==> config.mk <==
export PLATFORM = sky130hd
export DESIGN_NAME = gnx_scan_top
export DESIGN_NICKNAME = d
export VERILOG_FILES = /design/src/rtl/gnx_pkg.sv /design/src/rtl/gnx_scan_ctrl.sv /design/src/rtl/gnx_scan_dp.sv /design/src/rtl/gnx_scan_top.sv
export SDC_FILE = /design/constraint.sdc
export NUM_CORES = 1
export LEC_CHECK = 0
export ABC_AREA = 1
export BUFFER_PORTS_ARGS = -buffer_cell sky130_fd_sc_hd__buf_4
export CAP_MARGIN = 25
export CORE_MARGIN = 3
export CORE_UTILIZATION = 45
export CTS_CLUSTER_SIZE = 25
export DETAILED_ROUTE_END_ITERATION = 6
export MAX_ROUTING_LAYER = met4
export PLACE_DENSITY = 0.71
export SYNTH_ARGS = -nofsm -noshare
export SYNTH_HDL_FRONTEND = slang
export SYNTH_SLANG_ARGS = --single-unit
==> constraint.sdc <==
create_clock -name clk -period 1.7 [get_ports clk]
set_input_delay 0.255 -clock clk [delete_from_list [all_inputs] [get_ports clk]]
set_output_delay 0.255 -clock clk [all_outputs]
set_load 0.005 [all_outputs]
==> src/rtl/gnx_pkg.sv <==
package gnx_pkg;
  localparam int PIX_W = 24;

  typedef enum logic [1:0] {
    ST_IDLE  = 2'd0,
    ST_FETCH = 2'd1,
    ST_LATCH = 2'd2,
    ST_EMIT  = 2'd3
  } gnxState_e;

  // strobes from control to datapath
  typedef struct packed {
    logic latchFmt;  // capture format at frame start
    logic loadByte;  // capture framebuffer byte
    logic selLow;    // 0: left (high) nibble, 1: right (low) nibble
  } gnxStrobes_t;
endpackage

==> src/rtl/gnx_scan_ctrl.sv <==
module gnx_scan_ctrl
  import gnx_pkg::*;
#(
  parameter int SRC_ROWS  = 64,
  parameter int SRC_BYTES = 64,
  parameter int MAG       = 4,
  parameter int ADDR_W    = 12
) (
  input  logic              clk,
  input  logic              rstN,
  input  logic              redrawReq,
  input  logic              pixReady,
  output logic              redrawAck,
  output logic              memRdEn,
  output logic [ADDR_W-1:0] memAddr,
  output logic              pixValid,
  output logic              pixSof,
  output logic              pixEol,
  output gnxStrobes_t       strb
);
  localparam int ROW_W  = (SRC_ROWS  > 1) ? $clog2(SRC_ROWS)  : 1;
  localparam int BYTE_W = (SRC_BYTES > 1) ? $clog2(SRC_BYTES) : 1;
  localparam int REP_W  = (MAG       > 1) ? $clog2(MAG)       : 1;

  gnxState_e          state;
  logic [ROW_W-1:0]   rowIdx;
  logic [REP_W-1:0]   lineRep;
  logic [BYTE_W-1:0]  byteIdx;
  logic               nibSel;
  logic [REP_W-1:0]   pixRep;

  logic lastPix, lastByte, lastLine, lastRow, startNow;

  assign lastPix  = (pixRep  == REP_W'(MAG - 1));
  assign lastByte = (byteIdx == BYTE_W'(SRC_BYTES - 1));
  assign lastLine = (lineRep == REP_W'(MAG - 1));
  assign lastRow  = (rowIdx  == ROW_W'(SRC_ROWS - 1));
  assign startNow = (state == ST_IDLE) && redrawReq && !redrawAck;

  always_ff @(posedge clk or negedge rstN) begin
    if (!rstN) begin
      state     <= ST_IDLE;
      rowIdx    <= '0;
      lineRep   <= '0;
      byteIdx   <= '0;
      nibSel    <= 1'b0;
      pixRep    <= '0;
      redrawAck <= 1'b0;
    end else begin
      redrawAck <= 1'b0;
      unique case (state)
        ST_IDLE:  if (startNow) state <= ST_FETCH;
        ST_FETCH: state <= ST_LATCH;
        ST_LATCH: state <= ST_EMIT;
        ST_EMIT: if (pixReady) begin
          if (!lastPix) begin
            pixRep <= pixRep + REP_W'(1);
          end else begin
            pixRep <= '0;
            if (!nibSel) begin
              nibSel <= 1'b1;
            end else begin
              nibSel <= 1'b0;
              state  <= ST_FETCH;
              if (!lastByte) begin
                byteIdx <= byteIdx + BYTE_W'(1);
              end else begin
                byteIdx <= '0;
                if (!lastLine) begin
                  lineRep <= lineRep + REP_W'(1);
                end else begin
                  lineRep <= '0;
                  if (!lastRow) begin
                    rowIdx <= rowIdx + ROW_W'(1);
                  end else begin
                    rowIdx    <= '0;
                    state     <= ST_IDLE;
                    redrawAck <= 1'b1;
                  end
                end
              end
            end
          end
        end
        default: state <= ST_IDLE;
      endcase
    end
  end

  assign memRdEn  = (state == ST_FETCH);
  assign memAddr  = ADDR_W'(rowIdx) * ADDR_W'(SRC_BYTES) + ADDR_W'(byteIdx);
  assign pixValid = (state == ST_EMIT);
  assign pixSof   = pixValid && (rowIdx == '0) && (lineRep == '0) &&
                    (byteIdx == '0) && !nibSel && (pixRep == '0);
  assign pixEol   = pixValid && lastByte && nibSel && lastPix;

  assign strb.latchFmt = startNow;
  assign strb.loadByte = (state == ST_LATCH);
  assign strb.selLow   = nibSel;
endmodule

==> src/rtl/gnx_scan_dp.sv <==
module gnx_scan_dp
  import gnx_pkg::*;
(
  input  logic             clk,
  input  logic             rstN,
  input  gnxStrobes_t      strb,
  input  logic [1:0]       fmtSel,
  input  logic [7:0]       memRdData,
  output logic [PIX_W-1:0] pixData
);
  logic [7:0] byteReg;
  logic [1:0] fmtReg;
  logic [3:0] nib;
  logic [4:0] lvl5;
  logic [5:0] grn6;
  logic [7:0] chan8;

  always_ff @(posedge clk or negedge rstN) begin
    if (!rstN) begin
      byteReg <= '0;
      fmtReg  <= '0;
    end else begin
      if (strb.latchFmt) fmtReg  <= fmtSel;
      if (strb.loadByte) byteReg <= memRdData;
    end
  end

  assign nib   = strb.selLow ? byteReg[3:0] : byteReg[7:4];
  assign lvl5  = {nib, nib[3]};
  assign grn6  = {lvl5, lvl5[4]};
  assign chan8 = {nib, nib};

  always_comb begin
    unique case (fmtReg)
      2'b00:   pixData = {9'd0, lvl5, lvl5, lvl5};
      2'b01:   pixData = {8'd0, lvl5, grn6, lvl5};
      default: pixData = {chan8, chan8, chan8};
    endcase
  end
endmodule

==> src/rtl/gnx_scan_top.sv <==
module gnx_scan_top
  import gnx_pkg::*;
#(
  parameter  int SRC_ROWS  = 64,
  parameter  int SRC_BYTES = 64,
  parameter  int MAG       = 4,
  localparam int ADDR_W    = $clog2(SRC_ROWS * SRC_BYTES)
) (
  input  logic              clk,
  input  logic              rstN,
  input  logic              redrawReq,
  output logic              redrawAck,
  input  logic [1:0]        fmtSel,
  output logic              memRdEn,
  output logic [ADDR_W-1:0] memAddr,
  input  logic [7:0]        memRdData,
  output logic              pixValid,
  input  logic              pixReady,
  output logic [PIX_W-1:0]  pixData,
  output logic              pixSof,
  output logic              pixEol
);
  gnxStrobes_t strb;

  gnx_scan_ctrl #(
    .SRC_ROWS(SRC_ROWS), .SRC_BYTES(SRC_BYTES), .MAG(MAG), .ADDR_W(ADDR_W)
  ) ctrlI (
    .clk(clk), .rstN(rstN), .redrawReq(redrawReq), .pixReady(pixReady),
    .redrawAck(redrawAck), .memRdEn(memRdEn), .memAddr(memAddr),
    .pixValid(pixValid), .pixSof(pixSof), .pixEol(pixEol), .strb(strb)
  );

  gnx_scan_dp dpI (
    .clk(clk), .rstN(rstN), .strb(strb), .fmtSel(fmtSel),
    .memRdData(memRdData), .pixData(pixData)
  );
endmodule

# Word level (Yosys, flattened, before mapping)
# Index checks and enable logic that the tools add are counted.
dict set report word_totals {
  ff_bits 30
  word_cells 72
}
dict set report classes {
  addsub 5
  eq_ne 12
  mux 22
  reduce_logical 24
}
# cell count
set ops {}
lappend ops {{$pmux W24 S2} 1}
lappend ops {{$mux W2} 8}
lappend ops {{$add A12 B6 Y12} 1}
lappend ops {{$add A6 B1 Y6 const B} 2}
lappend ops {{$eq A6 B6 Y1 const B} 2}
lappend ops {{$logic_not A6 Y1} 2}
lappend ops {{$mux W6} 2}
lappend ops {{$logic_and A1 B1 Y1} 10}
lappend ops {{$mux W1} 9}
lappend ops {{$eq A2 B2 Y1 const B} 4}
lappend ops {{$logic_not A2 Y1} 4}
lappend ops {{$pmux W2 S4} 1}
lappend ops {{$reduce_and A4 Y1} 2}
lappend ops {{$ne A2 B2 Y1 const B} 3}
lappend ops {{$reduce_and A6 Y1} 1}
lappend ops {{$reduce_and A5 Y1} 1}
lappend ops {{$add A2 B1 Y2 const B} 2}
lappend ops {{$eq A2 B1 Y1 const B} 2}
lappend ops {{$mux W4} 1}
lappend ops {{$reduce_and A3 Y1} 1}
lappend ops {{$logic_not A1 Y1} 2}
lappend ops {{$ne A2 B1 Y1 const B} 1}
lappend ops {{$reduce_and A2 Y1} 1}

# Depth between registers and ports, before layout
# Gate-level depths: netlist of run 1.
dict set report depth {
  ltp_word 8
  ltp_mapped 9
}

# Cells and area by module
# A second synthesis of run 1 with hierarchy kept.
dict set report unflattened {
  cells_unflattened 248
  area_unflattened_um2 1904.3
}
# module n_inst cells_each area_per_inst_um2 seq_area_each_um2
set by_module_without_submodules {}
lappend by_module_without_submodules {gnx_scan_ctrl 1 153 1237.4 500.5}
lappend by_module_without_submodules {gnx_scan_dp 1 95 666.9 250.2}

# Worst setup path after synthesis of run 1
# OpenSTA, ideal clock, no wires.
dict set report synth_timing {
  path_type {register to output}
  from {reg ctrlI.nibSel}
  to {out pixData[22]}
  arrival_time_ns 1.152
  required_time_ns 1.445
  path_slack_ns 0.293
  path_stages_with_launch 6
  path_buffers 2
  cell_sequence {dfrtp_1 -> buf_2 -> o21ai_0 -> nand2_1 -> inv_1 -> buf_4}
}
dict set report synth_via {
  elab_chain_len 2
}
# item line_no
set synth_lines {}
lappend synth_lines {{from (decl)} gnx_scan_ctrl.sv:29} ;# logic nibSel;
lappend synth_lines {{from (signal assigned)} gnx_scan_ctrl.sv:46} ;# nibSel <= 1'b0;
lappend synth_lines {{from (signal assigned)} gnx_scan_ctrl.sv:61} ;# nibSel <= 1'b1;
lappend synth_lines {{from (signal assigned)} gnx_scan_ctrl.sv:63} ;# nibSel <= 1'b0;
lappend synth_lines {{$mux W4} gnx_scan_dp.sv:28} ;# assign nib = strb.selLow ? byteReg[3:0] : byteReg[7:4];
lappend synth_lines {{$pmux W24 S2} gnx_scan_dp.sv:34} ;# unique case (fmtReg)
lappend synth_lines {{to (decl)} gnx_scan_top.sv:19} ;# output logic [PIX_W-1:0] pixData,
# No other way between the ends.

# Worst setup path in the final report of run 1
dict set report layout_timing {
  from {reg ctrlI.byteIdx[0]}
  to {out pixEol}
}
dict set report layout_via {
  elab_chain_len 4
}
# item line_no
set layout_lines {}
lappend layout_lines {{from (decl)} gnx_scan_ctrl.sv:28} ;# logic [BYTE_W-1:0] byteIdx;
lappend layout_lines {{from (signal assigned)} gnx_scan_ctrl.sv:66} ;# byteIdx <= byteIdx + BYTE_W'(1);
lappend layout_lines {{$eq A6 B6 Y1} gnx_scan_ctrl.sv:35} ;# assign lastByte = (byteIdx == BYTE_W'(SRC_BYTES - 1));
lappend layout_lines {{$logic_and A1 B1 Y1 (3 in series)} gnx_scan_ctrl.sv:95} ;# assign pixEol = pixValid && lastByte && nibSel && lastPix;
lappend layout_lines {{to (decl)} gnx_scan_top.sv:21} ;# output logic pixEol
# No other way between the ends.

==> results of run 1 <==
==> state kept, by name, summed over array words and instances (netlist names) <==
register         flops
ctrlI.byteIdx        6
ctrlI.lineRep        2
ctrlI.nibSel         1
ctrlI.pixRep         2
ctrlI.redrawAck      1
ctrlI.rowIdx         6
ctrlI.state          2
dpI.byteReg          8
dpI.fmtReg           2
==> area by class of cell <==
type | instances | area [sq um]
Tap cell | 48 | 60.1
Clock inverter | 1 | 5.00
Inverter | 36 | 140
Timing Repair Buffer | 67 | 520
Sequential cell | 30 | 753
Multi-Input combinational cell | 158 | 1010
Fill cell | 292 | 1190
Clock buffer | 7 | 86.3
==> layout by cell type (no fill, tap or decap), types with 2 or more instances in the layout <==
| master | Yosys | layout |
|---|---|---|
| sky130_fd_sc_hd__dfrtp_1 | 30 | 28 |
| sky130_fd_sc_hd__nand2_1 | 60 | 46 |
| sky130_fd_sc_hd__ha_2 | 0 | 2 |
| sky130_fd_sc_hd__xnor2_1 | 2 | 2 |
| sky130_fd_sc_hd__inv_2 | 0 | 6 |
| sky130_fd_sc_hd__a21oi_1 | 6 | 6 |
| sky130_fd_sc_hd__nor2_4 | 1 | 3 |
| sky130_fd_sc_hd__xor2_1 | 3 | 3 |
| sky130_fd_sc_hd__nand3_1 | 18 | 17 |
| sky130_fd_sc_hd__o21ai_0 | 19 | 16 |
| sky130_fd_sc_hd__buf_4 | 5 | 62 |
| sky130_fd_sc_hd__o21ai_4 | 0 | 3 |
| sky130_fd_sc_hd__buf_6 | 0 | 4 |
| sky130_fd_sc_hd__mux2_2 | 4 | 4 |
| sky130_fd_sc_hd__nand2_2 | 2 | 15 |
| sky130_fd_sc_hd__clkbuf_8 | 0 | 6 |
| sky130_fd_sc_hd__nand4_1 | 2 | 2 |
| sky130_fd_sc_hd__nor2_1 | 21 | 19 |
| sky130_fd_sc_hd__ha_1 | 13 | 10 |
| sky130_fd_sc_hd__inv_1 | 35 | 29 |
| sky130_fd_sc_hd__dfrtp_2 | 0 | 2 |
==> worst max path at each step <==
| stage | slack [ps] | cells after the start | from | end |
|---|---|---|---|---|
| floorplan | 290 | 5 | ctrlI.nibSel | pixData[22] |
| global placement | 130 | 6 | ctrlI.state[0] | pixSof |
| detailed placement | 80 | 6 | ctrlI.state[0] | pixSof |
| CTS | -60 | 6 | ctrlI.state[1] | pixSof |
| global route | -110 | 6 | ctrlI.byteIdx[0] | pixEol |
| finish | -30 | 6 | ctrlI.byteIdx[0] | pixEol |
==> through the flow <==
step           worst slack, ps  instances  cell area [sq um]  utilization (%)  hold WS, ps
6_report                 -30.9        347               2580             68.4          183
5_1_grt                   -115        347               2580             68.4          196
3_3_place_gp               130        327               2240             59.4          206
4_1_cts                  -64.1        340               2400             63.5          176
2_1_floorplan              293        231               1810                -        -40.6
3_5_place_dp              77.5        327               2240             59.4          209
==> critical path: stages (launching register included) <==
cell and delay (ps):
sky130_fd_sc_hd__dfrtp_1 380, sky130_fd_sc_hd__ha_2 210, sky130_fd_sc_hd__nand3_2 110, sky130_fd_sc_hd__nor2_4 150
sky130_fd_sc_hd__inv_1 80, sky130_fd_sc_hd__nor3_2 130, sky130_fd_sc_hd__buf_4 140
==> metal layers <==
layer | part of all wire [%] | vias up | global-route usage [%]
met3 | 5.0 | 6 | 6.67
li1 | - | 858 | -
met1 | 44 | 777 | 23.0
met5 | 0 | - | -
met2 | 49 | 38 | 28.8
met4 | 1.4 | 0 | 6.72
==> repair_timing <==
action | 4_1_cts | 5_1_grt
gates resized for setup | 8 | 43
endpoints found under the setup margin | 26 | 26
hold buffers | 1 | 0
pin swaps | 1 | 7
hold endpoints to repair | 30 | 0
buffers inserted | 4 | 7
==> where the power goes <==
| part | leakage [nW] | internal [mW] | switching [mW] |
|---|---|---|---|
| sequential | 0.347 | 0.933 | 0.208 |
| clock | 0.0482 | 0.326 | 0.272 |
| combinational | 1.00 | 1.36 | 1.28 |
==> cells by family after synthesis <==
logic type	Yosys count	synth area share [%]
buffers and inverters	43	10.3
XOR/XNOR	5	2.41
flip-flops	30	41.4
adder cells (fa/ha/maj)	13	8.97
multiplexers	4	2.48
AO/OA/AOI/OAI	26	7.31
AND/OR/NAND/NOR	110	27.1
==> impl_results.md, run 1 <==
- Run status: finished with violations
- Violations in the final reports: negative setup slack
- Number of levels in the clock H-tree: 2
- Cell depth of the worst flop-to-flop path: 11
- Vias/cell: 4.84
- Endpoint of the worst-slack reg-to-reg timing path: ctrlI.state[0]
- Worst-Skew Late Latency: 290 ps
- Yosys warns: 0
- R2R Path Start: ctrlI.state[0]
- Clock skew after layout: 5.89 ps
- Critical Path Fanout Max: 2
- Number of routed nets with antenna violations: 0
- Critical path start-end classification: reg -> out
- Area of the die: 4830 sq um
- Number of instances on the worst hold path: 3
- Count of input and output buffers: 54
- Yosys top cell by area: sky130_fd_sc_hd__dfrtp_1
- Register area share after synthesis: 41.4%
- Most numerous cell types in the synthesized netlist: 60 x sky130_fd_sc_hd__nand2_1, 35 x sky130_fd_sc_hd__inv_1, 30 x sky130_fd_sc_hd__dfrtp_1
- Peak supply drop: 0.000873 V
- Worst min-delay path class: in -> reg
- Final setup margin: -30.9 ps
- Instance count of the mapped netlist: 231
- Achievable frequency: 578 MHz
- Number of antenna violations at the first check in global routing: 0
- Final setup vio count: 2
- Num ports: 55
- Total Power Consumption: 4.38 mW
- Max transition margin: 73.4%
- Sink of the worst hold path: dpI.byteReg[3]
- Setup repair after global routing missed its margin: yes
- Final global-route overflow total: 0
- Total routed wirelength: 4490 microns
- Cell with the most instances after synthesis: sky130_fd_sc_hd__nand2_1
- Proportion of layout cells with a drive suffix above 1: 39.1%
- Final TNS setup: -58.0 ps
- Fin crit share: 102%
- Largest net degree at the start of global routing: 31
- Std-Cell Rows: 22
- DRC: 0
- Count of distinct cell types in the synthesized netlist: 23
- Post-Syn Nets: 258
- TritonCTS buffer count: 5
- #FFs+latches synth: 30
- Area of the core: 3770 sq um
- Lkg Pwr: 1.40 nW
- Routed wire length per instance: 12.9 microns
- Top cells by area in the synthesized netlist: sky130_fd_sc_hd__dfrtp_1 41%, sky130_fd_sc_hd__nand2_1 12%, sky130_fd_sc_hd__ha_1 9.0%, sky130_fd_sc_hd__inv_1 7.2%, sky130_fd_sc_hd__o21ai_0 5.2%
- DP HPWL: 2990 microns
- CP Capture Type: output pin
- Antenna diode instance count: 0
- Final weighted congestion in routability-driven placement: 0.820
- Min cycle time layout: 1730 ps
- Async set-or-reset flop fraction in the synthesized netlist: 100%
- Share of the synthesized area in the top cell type: 41.4%
- Clock tree from TritonCTS: yes
- Final hold viol count: 0
- Power per standard cell area: 1700 nW/um^2
- Root buf cell: sky130_fd_sc_hd__clkbuf_8
- Clock-pin slew on the worst setup and hold paths: 70 ps
- Origin of the worst min-delay path: memRdData[3]
- First-pass GRT wire length: 7110 microns
- Mean instance size in the synthesized netlist: 7.85 sq um
- Number of DRC markers in iteration 0: 74
- Minimum setup slack among reg-to-reg paths: 90 ps
- Number of flops mapped to enable cells by yosys: 0
- Post-layout net count: 325
- Sinks on the clock net: 30
- Transition at the pin with the smallest max-transition slack: 398 ps
- Critical path arrival: 1480 ps
- Total routing usage reported by global routing: 18.8%
- Synth-to-layout area growth: 42.2%
- Number of global-route vias before repair: 1567
- Most instantiated flip-flop cell in the synthesis netlist: sky130_fd_sc_hd__dfrtp_1
- Overall die height: 69.5 microns
- Mapped cell area: 1810 sq um
- Maximum clock path buffer count: 2
- Detailed-router iteration count before antenna repair: 4
- Initial standard-cell utilization of the core: 48.1%
- Total via count in the routed design: 1679
- Final Max Slew Viols: 0
- Kind of launch point of the worst setup path: flip-flop
- Worst path required time: 1440 ps
- DIE WIDTH: 69.5 microns
- Maximum capacitance violations: 0
Power figures use the tool's default switching activity.
==> run 2: changes to the inputs <==
--- a/config.mk
+++ b/config.mk
@@ -13,7 +13,7 @@
 export CTS_CLUSTER_SIZE = 25
 export DETAILED_ROUTE_END_ITERATION = 6
 export MAX_ROUTING_LAYER = met4
-export PLACE_DENSITY = 0.71
+export PLACE_DENSITY = 0.7
 export SYNTH_ARGS = -nofsm -noshare
 export SYNTH_HDL_FRONTEND = slang
 export SYNTH_SLANG_ARGS = --single-unit
==> run 2 against run 1 <==
The flow still finishes with violations (negative setup slack). Final area is 2.2% higher. Via count is 0.24% lower. Worst setup slack worse by 0.83 ps. Hold slack better by 9.0 ps. Clock skew is 2.9 ps higher. Clock power is 49% higher. Critical endpoint is now pixData[1].
==> impl_results.md, run 2 (synthesized netlist as in run 1, its figures left out) <==
- Area of the die: 4830 sq um
- Clock skew after layout: 8.80 ps
- Root buf cell: sky130_fd_sc_hd__clkbuf_8
- Setup repair after global routing missed its margin: yes
- Power share of the sequential group: 25.1%
- Achievable frequency: 577 MHz
- Maximum clock path buffer count: 2
- Proportion of layout cells with a drive suffix above 1: 38.7%
- Sw frac: 37.1%
- Fin crit share: 102%
- Count of buffer and inverter cells on the critical path: 3
- First-pass GRT wire length: 6900 microns
- CP startpoint: ctrlI.nibSel
- Kind of launch point of the worst setup path: flip-flop
- R2R Path Start: ctrlI.state[0]
- Max transition margin: 74.0%
- Violations in the final reports: negative setup slack
- Worst-Skew Late Latency: 280 ps
- Initial standard-cell utilization of the core: 48.1%
- Area of the core: 3770 sq um
- Post-layout net count: 323
- DP HPWL: 3020 microns
- Total via count in the routed design: 1675
- Pre-CTS setup slack: 134 ps
- Sinks on the clock net: 30
- Commonest cells after routing, fill and taps aside: 62 x sky130_fd_sc_hd__buf_4, 51 x sky130_fd_sc_hd__nand2_1, 28 x sky130_fd_sc_hd__inv_1, 28 x sky130_fd_sc_hd__dfrtp_1, 18 x sky130_fd_sc_hd__nor2_1
- Clock group share of total power: 19.5%
- Count of input and output buffers: 54
- Critical path start-end classification: reg -> out
- Largest delay share family, worst path: flip-flops
- Filler Cell Count: 299
- Most frequent standard cell in the layout excluding fill and tap cells: sky130_fd_sc_hd__buf_4
- Fin util: 69.9%
- Final weighted congestion in routability-driven placement: 0.836
- Num ports: 55
- Transition at the pin with the smallest max-transition slack: 390 ps
- Maximum capacitance violations: 0
- Number of levels in the clock H-tree: 2
- Final setup vio count: 4
- Final setup margin: -31.8 ps
- Logic gate share of total power: 55.4%
- Origin of the worst min-delay path: memRdData[4]
- Power per standard cell area: 1730 nW/um^2
- Total routed wirelength: 4220 microns
- Clock tree from TritonCTS: yes
- Total routing usage reported by global routing: 17.8%
- Multi-input combinational cell area: 1030 sq um
- Largest registers ranked by flip-flop count: dpI.byteReg (8), ctrlI.byteIdx (6), ctrlI.rowIdx (6)
- CP Capture Type: output pin
- Number of flip-flops in the largest register: 8
- Detailed-router iteration count before antenna repair: 5
- Number of DRC markers in iteration 0: 79
- Synth-to-layout area growth: 45.4%
- Routed wire length per instance: 12.2 microns
- Net load switching power: 1.69 mW
- Number of global-route vias before repair: 1548
- Final Max Slew Viols: 0
- Internal Dissipation: 2.87 mW
- Overall die height: 69.5 microns
- CP max-delay cell: sky130_fd_sc_hd__dfrtp_2
- Antenna diode instance count: 0
- Minimum setup slack among reg-to-reg paths: 130 ps
- DRC: 0
- Worst path required time: 1440 ps
- DIE WIDTH: 69.5 microns
- Worst min-delay path class: in -> reg
- Cell Count, Final, Fillers Out: 345
- Storage element area: 753 sq um
- Number of antenna violations at the first check in global routing: 0
- TritonCTS buffer count: 5
- Number of routed nets with antenna violations: 0
- Register bank with the most flops: dpI.byteReg
- Vias/cell: 4.86
- Peak supply drop: 0.00114 V
- Delay of the slowest critical-path stage: 400 ps
- Lkg Pwr: 1.41 nW
- Post-placement cell count: 327
- Largest net degree at the start of global routing: 31
- Final hold viol count: 0
- Min cycle time layout: 1730 ps
- Cells traversed along the worst timing path: buf_6 > nand2_1 > o21ai_1 > nand2_1 > buf_4 > nand3_1 > buf_4
- Clock-pin slew on the worst setup and hold paths: 70 ps
- Final TNS setup: -50.6 ps
- Std-Cell Rows: 22
- Critical path arrival: 1480 ps
- Critical Path Fanout Max: 6
- Run status: finished with violations
- Final global-route overflow total: 0
[run 2: layer usage]
| layer | part of all wire (%) | GRT usage (%) | vias to the layer above |
|---|---|---|---|
| li1 | - | - | 858 |
| met1 | 43 | 22.7 | 763 |
| met2 | 50 | 27.3 | 48 |
| met3 | 6.2 | 5.80 | 6 |
| met4 | 1.3 | 4.56 | 0 |
| met5 | 0 | - | - |
[run 2: layout make-up]
| type | count | area share (%) |
|---|---|---|
| clock inverter | 2 | 2.28 |
| multi-input combinational | 158 | 39.2 |
| clock buffer | 6 | 3.13 |
| inverter | 36 | 5.31 |
| sequential | 30 | 28.6 |
| tap | 48 | 2.28 |
| timing repair buffer | 65 | 19.2 |
[run 2: worst min-delay path: stages]
cell                      delay [ps]
sky130_fd_sc_hd__buf_4            80
sky130_fd_sc_hd__nand2_1          40
sky130_fd_sc_hd__o21ai_0          60
[run 2: final timing paths]
check / endpoint / cells after the start
max: pixData[1] / 7
min in group asynchronous: ctrlI.rowIdx[5] / 2
max reg2reg: dpI.byteReg[0] / 4
min: dpI.byteReg[4] / 3
min reg2reg: dpI.byteReg[2] / 1
max in group asynchronous: dpI.fmtReg[1] / 2
[run 2: power groups by stage]
| stage | registers, mW | logic, mW | clock network (mW) |
|---|---|---|---|
| floorplan | 1.06 | 1.17 | 0 |
| global placement | 1.11 | 2.04 | 0 |
| detailed placement | 1.12 | 2.06 | 0 |
| CTS | 1.11 | 2.17 | 0.908 |
| global route | 1.17 | 2.86 | 0.938 |
| finish | 1.14 | 2.53 | 0.891 |
[run 2: what timing repair did]
| action | 4_1_cts | 5_1_grt |
|---|---|---|
| hold buffers | 1 | 0 |
| setup endpoints to repair | 26 | 26 |
| gates resized for setup | 9 | 41 |
| pin swaps | 2 | 11 |
| hold endpoints to repair | 30 | 0 |
| cloned | 0 | 0 |
| setup buffers | 4 | 5 |
[run 2: through the flow]
step	area [sq um]	hold slack, ps	total power [mW]
detailed placement	2240	205	3.18
finish	2640	192	4.57
global route	2640	200	4.96
global placement	2240	208	3.15
floorplan	1810	-40.6	2.23
CTS	2450	184	4.19
==> run 3: changes to the inputs <==
--- a/config.mk
+++ b/config.mk
@@ -5,7 +5,6 @@
 export SDC_FILE = /design/constraint.sdc
 export NUM_CORES = 1
 export LEC_CHECK = 0
-export ABC_AREA = 1
 export BUFFER_PORTS_ARGS = -buffer_cell sky130_fd_sc_hd__buf_4
 export CAP_MARGIN = 25
 export CORE_MARGIN = 3
==> run 3 against run 2 <==
First-iteration DRC count increased by 16%. Sequential power grew 8%. Fmax decreased by 5.7%. Via count is 0.12% higher. Largest power group unchanged. Critical endpoint is now pixSof. Final area rose by 4.0%. The flow still finishes with violations (negative setup slack). Core utilization rose by 1.7 points. Register-to-register slack worse by 80 ps. Largest cell class unchanged. Clock skew down 6.3 ps. Worst setup slack worse by 110 ps. Combinational power rose by 25%. Non-clock buffer count up 19. Global-route usage increased by 2.2 points.
==> impl_results.md, run 3 <==
- Antenna diode instance count: 0
- First-pass GRT wire length: 7530 microns
- Cell with the most instances after synthesis: sky130_fd_sc_hd__dfrtp_1
- Share of cell area taken by muxes after synthesis: 12.9%
- Final hold viol count: 0
- Worst-Skew Late Latency: 280 ps
- Sw frac: 36.6%
- Share of synthesized cell area in full adder, half adder and majority cells: 8.77%
- Net load switching power: 1.86 mW
- Clock group share of total power: 13.4%
- #FFs+latches synth: 30
- Cells traversed along the worst timing path: buf_4 > buf_4 > nand4b_1 > nor4_2 > buf_4
- Final global-route overflow total: 0
- Total routing usage reported by global routing: 20.0%
- Largest net degree at the start of global routing: 31
- Compound-Gate Fraction of Synth Area: 10.7%
- Area of the core: 3830 sq um
- Std-Cell Rows: 22
- Commonest cells after routing, fill and taps aside: 77 x sky130_fd_sc_hd__buf_4, 28 x sky130_fd_sc_hd__dfrtp_1, 14 x sky130_fd_sc_hd__nor2_1
- Root buf cell: sky130_fd_sc_hd__clkbuf_8
- Synth-to-layout area growth: 47.9%
- Number of DRC markers in iteration 0: 92
- CP max-delay cell: sky130_fd_sc_hd__dfrtp_2
- Count of distinct cell types in the synthesized netlist: 37
- Final TNS setup: -1370 ps
- Register bank with the most flops: dpI.byteReg
- Total routed wirelength: 4600 microns
- CP Capture Type: output pin
- DIE WIDTH: 70.2 microns
- Run status: finished with violations
- Pre-CTS setup slack: 58.5 ps
- Detailed-router iteration count before antenna repair: 4
- Clock tree from TritonCTS: yes
- Yosys warns: 0
- Lkg Pwr: 1.30 nW
- Violations in the final reports: negative setup slack
- Endpoint of the worst-slack reg-to-reg timing path: ctrlI.rowIdx[5]
- Vias/cell: 5.22
- Instance count of the mapped netlist: 192
- Total via count in the routed design: 1677
- Max transition margin: 74.1%
- Power per standard cell area: 1850 nW/um^2
- Proportion of layout cells with a drive suffix above 1: 49.1%
- Sinks on the clock net: 30
- Fin crit share: 108%
- Overall die height: 70.2 microns
- Clock-pin slew on the worst setup and hold paths: 60 ps
- R2R Path Start: ctrlI.pixRep[0]
- Mapped cell area: 1850 sq um
- Peak supply drop: 0.000885 V
- Kind of launch point of the worst setup path: flip-flop
- Critical Path Fanout Max: 7
- Number of antenna violations at the first check in global routing: 0
- Clock skew after layout: 2.50 ps
- Num ports: 55
- Share of the synthesized area in the top cell type: 40.5%
- Post-Syn Nets: 219
- Initial standard-cell utilization of the core: 48.5%
- Largest registers ranked by flip-flop count: dpI.byteReg (8), ctrlI.byteIdx (6), ctrlI.rowIdx (6)
- DP HPWL: 3220 microns
- Total Power Consumption: 5.07 mW
- Number of flops mapped to enable cells by yosys: 0
- Number of routed nets with antenna violations: 0
- Area of the die: 4930 sq um
- Number of flip-flops in the largest register: 8
- Logic gate share of total power: 62.4%
- Maximum clock path buffer count: 2
- Number of global-route vias before repair: 1573
- Filler Cell Count: 289
- Yosys top cell by area: sky130_fd_sc_hd__dfrtp_1
- TritonCTS buffer count: 5
- Cell depth of the worst flop-to-flop path: 6
- Register area share after synthesis: 40.5%
- Critical path start-end classification: reg -> out
- Transition at the pin with the smallest max-transition slack: 388 ps
- Top cells by area in the synthesized netlist: sky130_fd_sc_hd__dfrtp_1 40%, sky130_fd_sc_hd__mux2_2 9.1%, sky130_fd_sc_hd__ha_1 8.8%, sky130_fd_sc_hd__a21oi_1 3.8%, sky130_fd_sc_hd__mux2i_1 3.8%
- Routed wire length per instance: 14.3 microns
- Most frequent standard cell in the layout excluding fill and tap cells: sky130_fd_sc_hd__buf_4
- DRC: 0
- Most instantiated flip-flop cell in the synthesis netlist: sky130_fd_sc_hd__dfrtp_1
- Power share of the sequential group: 24.2%
- Most numerous cell types in the synthesized netlist: 30 x sky130_fd_sc_hd__dfrtp_1, 17 x sky130_fd_sc_hd__nor2_1, 15 x sky130_fd_sc_hd__mux2_2
- Number of levels in the clock H-tree: 2
- Crit-path most repeated cell: sky130_fd_sc_hd__buf_4
- Worst path required time: 1440 ps
- Count of input and output buffers: 54
- Min cycle time layout: 1840 ps
- Maximum capacitance violations: 0
- Main combinational cell family by area after synthesis: simple AND/OR/NAND/NOR gates
- Post-synthesis share of cell area spent on xor and xnor gates: 2.36%
- Internal Dissipation: 3.21 mW
- Sink of the worst hold path: dpI.byteReg[5]
- Final weighted congestion in routability-driven placement: 0.877
- Setup repair after global routing missed its margin: yes
- Origin of the worst min-delay path: memRdData[5]
- Simple-gate share of the synthesized area: 18.9%
- Achievable frequency: 544 MHz
- Final setup margin: -137 ps
- Final Max Slew Viols: 0
- Delay of the slowest critical-path stage: 480 ps
- Post-layout net count: 299
- Critical path arrival: 1580 ps
- Number of instances on the worst hold path: 2
- Async set-or-reset flop fraction in the synthesized netlist: 100%
- Worst min-delay path class: in -> reg
- Minimum setup slack among reg-to-reg paths: 50 ps
- Final setup vio count: 17
- Mean instance size in the synthesized netlist: 9.66 sq um
-- run 3: critical path, delay by kind of cell, from the launching register on --
kind                   cells  cell delay, ps
AND/OR/NAND/NOR            2             360
flip-flops                 1             480
buffers and inverters      3             460
-- run 3: power by group through the flow --
stage                     registers [mW]  clock network [mW]  logic, mW
final                               1.23               0.681       3.16
after global routing                1.27               0.732       3.47
after CTS                           1.21               0.693       2.91
after detailed placement            1.22                   0       2.58
after global placement              1.22                   0       2.54
after floorplan                     1.09                   0       1.48
-- run 3: layer usage --
metal | wire [microns] | part of all wire, % | track usage (%)
met1 | 2170 | 47 | 26.3
met2 | 2170 | 47 | 29.5
met3 | 191 | 4.2 | 4.60
met4 | 68 | 1.5 | 8.30
met5 | 0 | 0 | -
-- run 3: worst max-delay path by stage --
| stage | from | end | slack (ps) | cells past startpoint |
|---|---|---|---|---|
| 2_1_floorplan | ctrlI.state[1] | ctrlI.rowIdx[3] | 70 | 6 |
| 3_3_place_gp | ctrlI.nibSel | pixData[7] | 80 | 4 |
| 3_5_place_dp | ctrlI.nibSel | pixData[7] | 60 | 4 |
| 4_1_cts | ctrlI.nibSel | pixData[8] | -170 | 6 |
| 5_1_grt | ctrlI.nibSel | pixSof | -250 | 5 |
| 6_report | ctrlI.nibSel | pixSof | -140 | 5 |
-- run 3: cells by family after synthesis --
| logic type | Yosys count |
|---|---|
| and+or+nand+nor | 65 |
| xor gates and xnor gates | 5 |
| muxes | 22 |
| AOI/OAI and AO/OA | 35 |
| buffers and inverters | 22 |
| adders and majority gates | 13 |
| DFF | 30 |
-- run 3: cell type report --
class                      count  area [sq um]  share of cell area [%]
multi-input combinational    140          1120                    40.9
sequential                    30           753                    27.5
timing repair buffer          84           656                    23.9
clock buffer                   8           110                    4.01
tap                           48          60.1                    2.19
inverter                      11          41.3                    1.51
-- run 3: repair_timing --
action	in CTS	in global routing
gates resized for setup	20	19
endpoints found under the setup margin	25	28
buffers inserted	9	4
endpoints found under the hold margin	30	0
hold buffers	1	0
pin swaps	3	4
-- run 3: through the flow --
step / hold WS [ps] / area, sq um / util [%] / std cells
floorplan: -40.6 / 1850 / - / 192
global placement: 206 / 2370 / 62.0 / 299
global route: 190 / 2740 / 71.7 / 321
finish: 201 / 2740 / 71.7 / 321
detailed placement: 212 / 2370 / 62.0 / 299
CTS: 196 / 2630 / 68.8 / 317
